===== src/rtl/xlat_ctx_pkg.sv =====
`timescale 1ns/1ps
// Shared constants, register selector type and helpers for the context bank.
// Assumes a 12-bit byte address: bit 11 is the alias, bits 10:6 the context.
package xlat_ctx_pkg;
    localparam int BANK_AW   = 12;
    localparam int ALIAS_BIT = 11;
    localparam int IDX_LSB   = 6;
    localparam int IDX_W     = ALIAS_BIT - IDX_LSB;
    localparam int OFF_LSB   = 2;
    localparam int OFF_W     = IDX_LSB - OFF_LSB;
    localparam int MAX_CTX   = 8;
    localparam int STORE_N   = 8;
    localparam int FLAG_W    = 4;

    // Word offsets (byte offset / 4) inside a context window.
    localparam logic [OFF_W-1:0] W_CTL   = 4'h0;
    localparam logic [OFF_W-1:0] W_TCR   = 4'h2;
    localparam logic [OFF_W-1:0] W_BUS   = 4'h3;
    localparam logic [OFF_W-1:0] W_TB0L  = 4'h4;
    localparam logic [OFF_W-1:0] W_TB0H  = 4'h5;
    localparam logic [OFF_W-1:0] W_TB1L  = 4'h6;
    localparam logic [OFF_W-1:0] W_TB1H  = 4'h7;
    localparam logic [OFF_W-1:0] W_STAT  = 4'h8;
    localparam logic [OFF_W-1:0] W_ATTR0 = 4'hA;
    localparam logic [OFF_W-1:0] W_ATTR1 = 4'hB;
    localparam logic [OFF_W-1:0] W_FAR   = 4'hC;

    typedef enum logic [3:0] {
        SEL_CTL, SEL_TCR, SEL_BUS, SEL_TB0L, SEL_TB0H, SEL_TB1L,
        SEL_TB1H, SEL_STAT, SEL_ATTR0, SEL_ATTR1, SEL_FAR, SEL_NONE
    } reg_sel_e;

    // Map a word offset onto a register selector.
    function automatic reg_sel_e decode_word(input logic [OFF_W-1:0] w);
        case (w)
            W_CTL:   return SEL_CTL;
            W_TCR:   return SEL_TCR;
            W_BUS:   return SEL_BUS;
            W_TB0L:  return SEL_TB0L;
            W_TB0H:  return SEL_TB0H;
            W_TB1L:  return SEL_TB1L;
            W_TB1H:  return SEL_TB1H;
            W_STAT:  return SEL_STAT;
            W_ATTR0: return SEL_ATTR0;
            W_ATTR1: return SEL_ATTR1;
            W_FAR:   return SEL_FAR;
            default: return SEL_NONE;
        endcase
    endfunction

    // True for the plain read/write storage words.
    function automatic logic is_store(input reg_sel_e s);
        return (s == SEL_TCR) || (s == SEL_BUS) || (s == SEL_TB0L) ||
               (s == SEL_TB0H) || (s == SEL_TB1L) || (s == SEL_TB1H) ||
               (s == SEL_ATTR0) || (s == SEL_ATTR1);
    endfunction

    // Slot in the storage array for a storage word.
    function automatic logic [2:0] store_slot(input reg_sel_e s);
        case (s)
            SEL_TCR:   return 3'd0;
            SEL_BUS:   return 3'd1;
            SEL_TB0L:  return 3'd2;
            SEL_TB0H:  return 3'd3;
            SEL_TB1L:  return 3'd4;
            SEL_TB1H:  return 3'd5;
            SEL_ATTR0: return 3'd6;
            default:   return 3'd7;
        endcase
    endfunction
endpackage


===== src/rtl/xlat_ctx_dec.sv =====
`timescale 1ns/1ps
// Address decoder: splits a bank byte address into context index and
// register selector, and flags whether the access lands on real state.
// Assumes the alias bit and the two byte-lane bits carry no meaning.
module xlat_ctx_dec
    import xlat_ctx_pkg::*;
#(
    parameter int NUM_CTX = 8
) (
    input  logic [BANK_AW-1:0] addr,
    output logic [IDX_W-1:0]   idx,
    output reg_sel_e           sel,
    output logic               hit
);
    // Field extraction and implemented-context check.
    always_comb begin
        idx = addr[ALIAS_BIT-1:IDX_LSB];
        sel = decode_word(addr[IDX_LSB-1:OFF_LSB]);
        hit = (32'(idx) < NUM_CTX) && (sel != SEL_NONE);
    end
endmodule


===== src/rtl/xlat_ctx_unit.sv =====
`timescale 1ns/1ps
// One translation context: control bits, flush busy flag, storage words,
// fault record and interrupt request. Assumes wr_en and flt_in already
// qualified for this context; rdata follows sel combinationally.
module xlat_ctx_unit
    import xlat_ctx_pkg::*;
#(
    parameter int DW = 32
) (
    input  logic              clk,
    input  logic              rst_n,
    input  logic              wr_en,
    input  reg_sel_e          wr_sel,
    input  reg_sel_e          rd_sel,
    input  logic [DW-1:0]     wdata,
    input  logic              flt_in,
    input  logic [FLAG_W-1:0] flt_flags,
    input  logic [2:0]        flt_code,
    input  logic [1:0]        flt_level,
    input  logic [DW-1:0]     flt_addr,
    input  logic              flush_done,
    output logic [DW-1:0]     rdata,
    output logic              xlat_en,
    output logic              flush_req,
    output logic              irq_req,
    output logic [FLAG_W-1:0] flags_o,
    output logic [DW-1:0]     far_o,
    output logic              busy_o
);
    logic              en_q, ie_q, busy_q;
    logic [FLAG_W-1:0] flg_q;
    logic [2:0]        code_q;
    logic [1:0]        lvl_q;
    logic [DW-1:0]     far_q;
    logic [DW-1:0]     store_q [STORE_N];
    logic              wr_ctl, wr_stat, stat_clr, flt_take, wr_store;
    logic [2:0]        wslot, rslot;
    logic [DW-1:0]     stat_word;

    // Write qualification and fault acceptance.
    always_comb begin
        wr_ctl   = wr_en && (wr_sel == SEL_CTL);
        wr_stat  = wr_en && (wr_sel == SEL_STAT);
        stat_clr = wr_stat && (wdata == '0);
        flt_take = flt_in && (flt_flags != '0) && (stat_clr || (flg_q == '0));
        wr_store = wr_en && is_store(wr_sel);
        wslot    = store_slot(wr_sel);
        rslot    = store_slot(rd_sel);
    end

    // Control enables written by software.
    always_ff @(posedge clk) begin
        if (!rst_n) begin
            en_q <= 1'b0;
            ie_q <= 1'b0;
        end else if (wr_ctl) begin
            en_q <= wdata[0];
            ie_q <= wdata[2];
        end
    end

    // Flush busy flag: set by software, cleared by done or idle translation.
    always_ff @(posedge clk) begin
        if (!rst_n) begin
            busy_q <= 1'b0;
        end else if (wr_ctl && wdata[1]) begin
            busy_q <= 1'b1;
        end else if (busy_q && (flush_done || !en_q)) begin
            busy_q <= 1'b0;
        end
    end

    // Fault record: first fault wins, a zero write to status wipes it.
    always_ff @(posedge clk) begin
        if (!rst_n) begin
            flg_q  <= '0;
            code_q <= '0;
            lvl_q  <= '0;
            far_q  <= '0;
        end else if (flt_take) begin
            flg_q  <= flt_flags;
            code_q <= flt_code;
            lvl_q  <= flt_level;
            far_q  <= flt_addr;
        end else if (stat_clr) begin
            flg_q  <= '0;
            code_q <= '0;
            lvl_q  <= '0;
            far_q  <= '0;
        end
    end

    // Plain storage words.
    always_ff @(posedge clk) begin
        if (!rst_n) begin
            for (int k = 0; k < STORE_N; k++) store_q[k] <= '0;
        end else if (wr_store) begin
            store_q[wslot] <= wdata;
        end
    end

    // Status word packing: flags in 4,2,1,0, code in 10:8, level in 13:12.
    always_comb begin
        stat_word        = '0;
        stat_word[0]     = flg_q[0];
        stat_word[1]     = flg_q[1];
        stat_word[2]     = flg_q[2];
        stat_word[4]     = flg_q[3];
        stat_word[10:8]  = code_q;
        stat_word[13:12] = lvl_q;
    end

    // Read data selection.
    always_comb begin
        case (rd_sel)
            SEL_CTL:  rdata = DW'({ie_q, busy_q, en_q});
            SEL_STAT: rdata = stat_word;
            SEL_FAR:  rdata = far_q;
            SEL_NONE: rdata = '0;
            default:  rdata = store_q[rslot];
        endcase
    end

    // Outputs toward the TLB, the interrupt combiner and the checker.
    always_comb begin
        xlat_en   = en_q;
        flush_req = busy_q && en_q;
        irq_req   = ie_q && (flg_q != '0);
        flags_o   = flg_q;
        far_o     = far_q;
        busy_o    = busy_q;
    end
endmodule


===== src/rtl/xlat_ctx_bank.sv =====
`timescale 1ns/1ps
// Translation context register bank: NUM_CTX context units behind one
// register port, per-context flush handshake, fault capture and a single
// combined interrupt. Assumes NUM_CTX is between 1 and MAX_CTX and at most
// one fault event per cycle.
module xlat_ctx_bank
    import xlat_ctx_pkg::*;
#(
    parameter int NUM_CTX = 8,
    parameter int DW      = 32
) (
    input  logic               clk,
    input  logic               rst_n,
    input  logic               reg_wr_en,
    input  logic [BANK_AW-1:0] reg_addr,
    input  logic [DW-1:0]      reg_wdata,
    output logic [DW-1:0]      reg_rdata,
    input  logic               flt_valid,
    input  logic [IDX_W-1:0]   flt_ctx,
    input  logic [FLAG_W-1:0]  flt_flags,
    input  logic [2:0]         flt_code,
    input  logic [1:0]         flt_level,
    input  logic [DW-1:0]      flt_addr,
    input  logic [NUM_CTX-1:0] flush_done,
    output logic [NUM_CTX-1:0] flush_req,
    output logic [NUM_CTX-1:0] xlat_en,
    output logic               irq
);
    logic [IDX_W-1:0]                dec_idx;
    reg_sel_e                        dec_sel;
    logic                            dec_hit;
    logic [NUM_CTX-1:0][DW-1:0]      ctx_rdata;
    logic [NUM_CTX-1:0][FLAG_W-1:0]  ctx_flags;
    logic [NUM_CTX-1:0][DW-1:0]      ctx_far;
    logic [NUM_CTX-1:0]              ctx_busy;
    logic [NUM_CTX-1:0]              ctx_irq;

    xlat_ctx_dec #(.NUM_CTX(NUM_CTX)) dec_i (
        .addr (reg_addr),
        .idx  (dec_idx),
        .sel  (dec_sel),
        .hit  (dec_hit)
    );

    for (genvar g = 0; g < NUM_CTX; g++) begin : g_ctx
        logic sel_me;
        logic flt_me;
        // Per-context qualification of the write and of the fault event.
        always_comb begin
            sel_me = dec_hit && (dec_idx == IDX_W'(g));
            flt_me = flt_valid && (flt_ctx == IDX_W'(g));
        end

        xlat_ctx_unit #(.DW(DW)) unit_i (
            .clk        (clk),
            .rst_n      (rst_n),
            .wr_en      (reg_wr_en && sel_me),
            .wr_sel     (dec_sel),
            .rd_sel     (dec_sel),
            .wdata      (reg_wdata),
            .flt_in     (flt_me),
            .flt_flags  (flt_flags),
            .flt_code   (flt_code),
            .flt_level  (flt_level),
            .flt_addr   (flt_addr),
            .flush_done (flush_done[g]),
            .rdata      (ctx_rdata[g]),
            .xlat_en    (xlat_en[g]),
            .flush_req  (flush_req[g]),
            .irq_req    (ctx_irq[g]),
            .flags_o    (ctx_flags[g]),
            .far_o      (ctx_far[g]),
            .busy_o     (ctx_busy[g])
        );
    end

    // Read mux: only a decoded, implemented context drives read data.
    always_comb begin
        reg_rdata = '0;
        for (int k = 0; k < NUM_CTX; k++) begin
            if (dec_hit && (dec_idx == IDX_W'(k))) reg_rdata = ctx_rdata[k];
        end
    end

    // Interrupt combiner.
    always_comb irq = |ctx_irq;
endmodule


===== config.mk =====
export PLATFORM = sky130hd
export DESIGN_NAME = xlat_ctx_bank
export DESIGN_NICKNAME = d
export VERILOG_FILES = /design/src/rtl/xlat_ctx_pkg.sv /design/src/rtl/xlat_ctx_dec.sv /design/src/rtl/xlat_ctx_unit.sv /design/src/rtl/xlat_ctx_bank.sv
export SDC_FILE = /design/constraint.sdc
export NUM_CORES = 2
export LEC_CHECK = 0
export CAP_MARGIN = 10
export CELL_PAD_IN_SITES_DETAIL_PLACEMENT = 0
export CELL_PAD_IN_SITES_GLOBAL_PLACEMENT = 1
export CORE_MARGIN = 3
export CORE_UTILIZATION = 50
export DETAILED_ROUTE_END_ITERATION = 12
export DONT_BUFFER_PORTS = 1
export HOLD_SLACK_MARGIN = 0.08
export PLACE_DENSITY_LB_ADDON = 0.1
export SKIP_LAST_GASP = 1
export SLEW_MARGIN = 0
export SYNTH_ARGS = -nofsm -noshare
export SYNTH_HDL_FRONTEND = slang
export SYNTH_SLANG_ARGS = --single-unit

===== constraint.sdc =====
create_clock -name clk -period 10.25 [get_ports clk]
set_clock_uncertainty 0.1 [all_clocks]
set_input_delay 1.5375 -clock clk [delete_from_list [all_inputs] [get_ports clk]]
set_output_delay 1.5375 -clock clk [all_outputs]
set_load 0.02 [all_outputs]

; ---- Yosys cells after proc, flatten, opt, wreduce, memory -nomap -nowiden
; Memories as Yosys holds them, arrays and structs flattened.
; Cells that the tools add are included.
[totals]
ram_bits = 2048
output_inout_bits = 49
inputBits = 102
mem_count = 9
register_bits = 352
word_cells = 420
mem_bits_ro = 64
[memory_table]
columns = memory, words, width, rd, rd_ports_with_merged_regs, wr, line
row1 = g_ctx[0].unit_i.store_q, 8, 32, 1, 0, 8, xlat_ctx_unit.sv:35  ; logic [DW-1:0] store_q [STORE_N];
row2 = g_ctx[1].unit_i.store_q, 8, 32, 1, 0, 8, xlat_ctx_unit.sv:35
row3 = g_ctx[2].unit_i.store_q, 8, 32, 1, 0, 8, xlat_ctx_unit.sv:35
row4 = g_ctx[3].unit_i.store_q, 8, 32, 1, 0, 8, xlat_ctx_unit.sv:35
row5 = g_ctx[4].unit_i.store_q, 8, 32, 1, 0, 8, xlat_ctx_unit.sv:35
row6 = g_ctx[5].unit_i.store_q, 8, 32, 1, 0, 8, xlat_ctx_unit.sv:35
row7 = 3 more memories, n/a, n/a, n/a, n/a, n/a, n/a
[classes]
n_lt_le_gt_ge = 1
reduce_logical = 182
n_mux = 146
n_eq_ne = 26
[op_table]
columns = cell, n
row1 = two-way mux 32 bit, 32
row2 = case mux 32 bit (4 select lines), 8
row3 = OR reduction 32 bit, 8
row4 = logical AND 1 bit, 105
row5 = two-way mux 3 bit, 24
row6 = two-way mux 4 bit, 16
row7 = two-way mux 1 bit, 49
row8 = equality test 5 x 3 -> 1 bit (second input constant), 8
row9 = zero test 4 bit, 9
row10 = nonzero test 4 bit, 9
row11 = zero test 32 bit, 1
row12 = two-way mux 2 bit, 16
row13 = nonzero test 2 bit, 16
row14 = logical OR 1 bit, 23
row15 = case mux 3 bit (7 select lines), 1
row16 = equality test 5 x 2 -> 1 bit (second input constant), 4
row17 = equality test 4 x 3 -> 1 bit (second input constant), 4
row18 = equality test 4 bit (second input constant), 4
row19 = equality test 5 x 1 -> 1 bit (second input constant), 2
row20 = zero test 5 bit, 2
row21 = equality test 4 x 2 -> 1 bit (second input constant), 2
row22 = zero test 1 bit, 8
row23 = OR reduction 8 bit, 1
row24 = < comparator 5 x 4 -> 1 bit (second input constant), 1
row25 = other kinds (2), 2

; ---- Longest topological paths before layout
; An unclocked memory read counts as a cell.
[logic_depth]
ltp_word = 15
depth_mapped = 18
depth_no_buf = 12

; ---- Modules after synthesis
; From an unflattened synthesis, not the netlist that was laid out.
[unflattened]
hier_cells = 10169
area_unflattened_um2 = 117174.9
[modules_own_cells]
columns = mod, n_inst, seq_area_each_um2, cells_per_inst, area_per_inst_um2
row1 = xlat_ctx_unit (g_ctx[6].unit_i ...), 2, 8568.2, 1311, 14360.0
row2 = xlat_ctx_unit (g_ctx[1].unit_i ...), 2, 8568.2, 1142, 14083.5
row3 = xlat_ctx_unit (g_ctx[4].unit_i), 1, 8568.2, 1240, 14650.3
row4 = xlat_ctx_unit (g_ctx[0].unit_i), 1, 8568.2, 1255, 14629.0
row5 = xlat_ctx_unit (g_ctx[5].unit_i), 1, 8568.2, 1166, 14143.6
row6 = xlat_ctx_unit (g_ctx[3].unit_i), 1, 8568.2, 1200, 13859.5
row7 = xlat_ctx_bank, 1, 0.0, 375, 2798.9
row8 = xlat_ctx_dec, 1, 0.0, 27, 206.4

; ---- Worst setup path before layout
; No wires, ideal clock.
[synth_path]
path_type = input -> register
startpoint = input reg_addr[2]
endpoint = memory g_ctx[5].unit_i.store_q[0][0], enable pin
path_slack_ps = 3786
arrival_ps = 5899
stages = 11
setup_ps = 466
path_buffers = 3
required_time_ps = 9684
cell_sequence = buf_2 inv_1 ha_1 nand2b_1 a22o_1 or4_1 nand2_2 buf_4 nand4_1 buf_2 o21ai_0
[synth_rtl]
columns = item, line
row1 = "start, declared", xlat_ctx_bank.sv:15  ; input logic [BANK_AW-1:0] reg_addr,
row2 = "end, declared", xlat_ctx_unit.sv:35

; ---- Worst setup path after layout
[layout_path]
startpoint = input reg_addr[3]
endpoint = output reg_rdata[3]
[layout_via]
elab_chain_cells = 13
elab_cells_between_ends = 47
classes_between = eq/ne: 11 / mux: 17 / reduce/logical: 10 / memory: 9
[layout_lines]
columns = item, line
row1 = memory (16 x 4 bit) *, n/a
row2 = equality test 4 bit (tied with other cells), xlat_ctx_pkg.sv:60  ; case (s)
row3 = case mux 3 bit (7 select lines), xlat_ctx_pkg.sv:60
row4 = memory (8 x 32 bit), n/a
row5 = case mux 32 bit (4 select lines), xlat_ctx_unit.sv:115  ; case (rd_sel)
row6 = two-way mux 32 bit (7 in a row), xlat_ctx_bank.sv:81  ; if (dec_hit && (dec_idx == IDX_W'(k))) reg_rdata = ctx_rdata[k];
row7 = two-way mux 32 bit *, xlat_ctx_bank.sv:81
row8 = "end, declared", xlat_ctx_bank.sv:17  ; output logic [DW-1:0] reg_rdata,
; Every way passes the cells marked *; elsewhere a longest branch is shown, timed or not.

==> run summary <==
Final slew viol count - 0
Maximum number of pins on one net before global-route repair - 386
Clk root buf - clkbuf_16
CTS tree - yes
Yosys cell types - 82
Commonest non-fill, non-tap cell in the layout - and2_1
Post-Route Setup TNS - 0 ns
RSZ-0062 raised after global routing - false
Drt via density - 6.33
IO Pins - 151
Final Hold Violating Endpoints - 0
Synthesis-to-finish area growth - 10.2%
Actual slew at the worst max-slew pin - 1.31 ns
CP Cell Sequence - inv_1, ha_1, inv_1, mux4_2, o21ai_1, and2_4, buf_4, mux2i_1, o22ai_1, o21ai_0, nand2_1, a21oi_1, a21oi_1
Peak supply drop - 0.000196 V
Initial DRC count - 11500
CP delay by family, top - compound AO/OA/AOI/OAI gates
Syn nets - 9684
# setup viols final - 0
CTS sink count - 2400
Hold WC Path Type - reg -> reg
Design area - 121000 um^2
Hold buffers post-CTS - 0
Pwr Density - 186 nW/um^2
Register area share after synthesis - 0.622
Max Clk Rate - 0.112 GHz
Ys flop type - edfxtp_1
Routed Antenna Nets - 0
Clk_lat worst skew - 0.94 ns
Total power - 22600 uW
WL/cell - 33.1 um
Met3 Resource Use GR - 0.0847
WS Path Type - in -> out
Vias in the first global route - 71800
Grt peak-use layer - met2
Synth Instances - 9579
Via count - 77200
TritonCTS buffer count - 279
Core area - 218000 um^2
Worst setup EP type - output port
Synthesized cell area - 110000 um^2
Main area contributors after synthesis - edfxtp_1 56%, and2_1 12%, dfxtp_1 6.4%
Syn Area/Cell - 11.5 um^2
Critical path's slowest cell - and2_4
Max FO, Critical Path - 44
Final HPWL DP - 234 mm
# DRC - 0
Status - completed
Arrival @ worst endpoint - 7.33 ns
Post-Place Cell Area - 113000 um^2
Final core occ - 0.557
Worst rel slew slack - 0.129
Critical path buffers and inverters - 3
Met2 global-route usage - 0.518
EDFF count, synth - 2048
Nets - 9223
Clock slew at reported path FFs - 0.06 ns
Die X - 476 um
Period utilization - 0.874
Row count - 171
First-pass DRT Iterations - 7
Final WL - 403 mm
H-tree depth - 5
Share of synthesized flip-flops with an asynchronous set or reset - 0
Initial core utilization - 0.505
Most frequent cells in the layout - 2057 x and2_1, 2048 x edfxtp_1, 1022 x nand2_1, 456 x a21oi_1, 419 x mux2i_1
Global-route wire length before repair - 559 mm
IO buf count - 0
Die ar. - 226000 um^2
Synth top area share - 0.558
Largest stage delay on the critical path - 0.97 ns
Leading area contributor after synthesis - edfxtp_1
Layout cells sized above 1 - 0.0868
Gr usage total - 0.350
Setup crit start kind - primary input
CP Data Required Time - 8.61 ns
Max_cap viols - 0
CTS resizes - 0
Die Ht - 476 um
Total gr overflow - 0
Initial antenna violation count - 59
Post-synthesis sequential element count - 2400
Gpl congestion - 0.923
P_leak - 0.0426 uW
Post-CTS setup buffers - 0
Final Critical Period - 8.96 ns
Clk buf depth - 4
Yosys Warn Count - 0
Met1 usage - 0.478
[path summary, 6_finish.rpt]
| check | depth (start not counted) | end | start | slack (ns) |
|---|---|---|---|---|
| max | 13 | reg_rdata[3] | reg_addr[3] | 1.29 |
| min | 2 | g_ctx[3].unit_i.far_o[18]$_SDFFE_PN0P_ | g_ctx[3].unit_i.far_o[18]$_SDFFE_PN0P_ | 0.37 |
| max reg2reg | 7 | g_ctx[4].unit_i.code_q[1]$_SDFFE_PN0P_ | g_ctx[4].unit_i.flags_o[3]$_SDFFE_PN0P_ | 7.48 |
| min reg2reg | 2 | g_ctx[3].unit_i.far_o[18]$_SDFFE_PN0P_ | g_ctx[3].unit_i.far_o[18]$_SDFFE_PN0P_ | 0.37 |
[cell families after synthesis]
| group | count (synthesis) | synth area share |
|---|---|---|
| and+or+nand+nor | 3902 | 0.192 |
| adders and majority gates | 3 | 0.000341 |
| muxes | 421 | 0.0384 |
| buffers and inverters | 1018 | 0.0401 |
| xor gates and xnor gates | 3 | 0.000238 |
| DFF | 2400 | 0.622 |
| AOI/OAI and AO/OA | 1832 | 0.107 |
[report_power, final]
part           total, uW  internal, uW  switching (uW)
clock network       9370          5440            3920
logic               2150           594            1560
registers          11100         11000             115
[Yosys cell counts (106+ instances only)]
cell and instances:
a22oi_1 295, clkbuf_1 696, mux2i_1 419, buf_2 182, nor2b_1 157, nand3_1 305
edfxtp_1 2048, a21oi_1 457, o21ai_0 449, a221oi_1 108, dfxtp_1 352, nor3_1 122
and2_1 2059, nand2_1 1027, a21boi_1 106
[stage by stage]
step,std cells,hold slack [ns],setup slack (ns)
final,12200,0.365,1.29
after global routing,12200,0.381,1.13
after CTS,12200,0.365,1.42
after detailed placement,11700,0.357,1.44
after global placement,11700,0.352,1.42
after floorplan,9579,0.346,3.79
[state kept, by name, indices dropped and copies added, names as in the netlist]
| register | count |
|---|---|
| g_ctx.unit_i.flags_o | 32 |
| g_ctx.unit_i.code_q | 24 |
| g_ctx.unit_i.busy_o | 8 |
| g_ctx.unit_i.lvl_q | 16 |
| g_ctx.unit_i.store_q | 2048 |
| g_ctx.unit_i.ie_q | 8 |
| g_ctx.unit_i.far_o | 256 |
| g_ctx.unit_i.xlat_en | 8 |
[per-layer routing]
layer / vias to the layer above / share of wire / routed length (um)
met5: - / 0.00039 / 157
met4: 18 / 0.061 / 24600
met3: 910 / 0.11 / 44100
met2: 4307 / 0.44 / 176000
met1: 38700 / 0.39 / 158000
li1: 33200 / - / -
[worst register-to-register path, delay by kind of cell, from the launching register on]
family | cells | cell delay [ns]
flip-flops | 1 | 0.35
AND/OR/NAND/NOR | 2 | 0.71
AO/OA/AOI/OAI | 3 | 0.61
buffers and inverters | 2 | 0.88
[layout make-up]
type,instances,area (um^2)
multi-input combinational,6161,38700
antenna,33,82.6
inverter,17,63.8
tap,2854,3570
clock inverter,97,728
fill,18000,96700
clock buffer,375,7590
sequential,2400,68500
timing repair buffer,259,2210
Power figures use the tool's default switching activity.
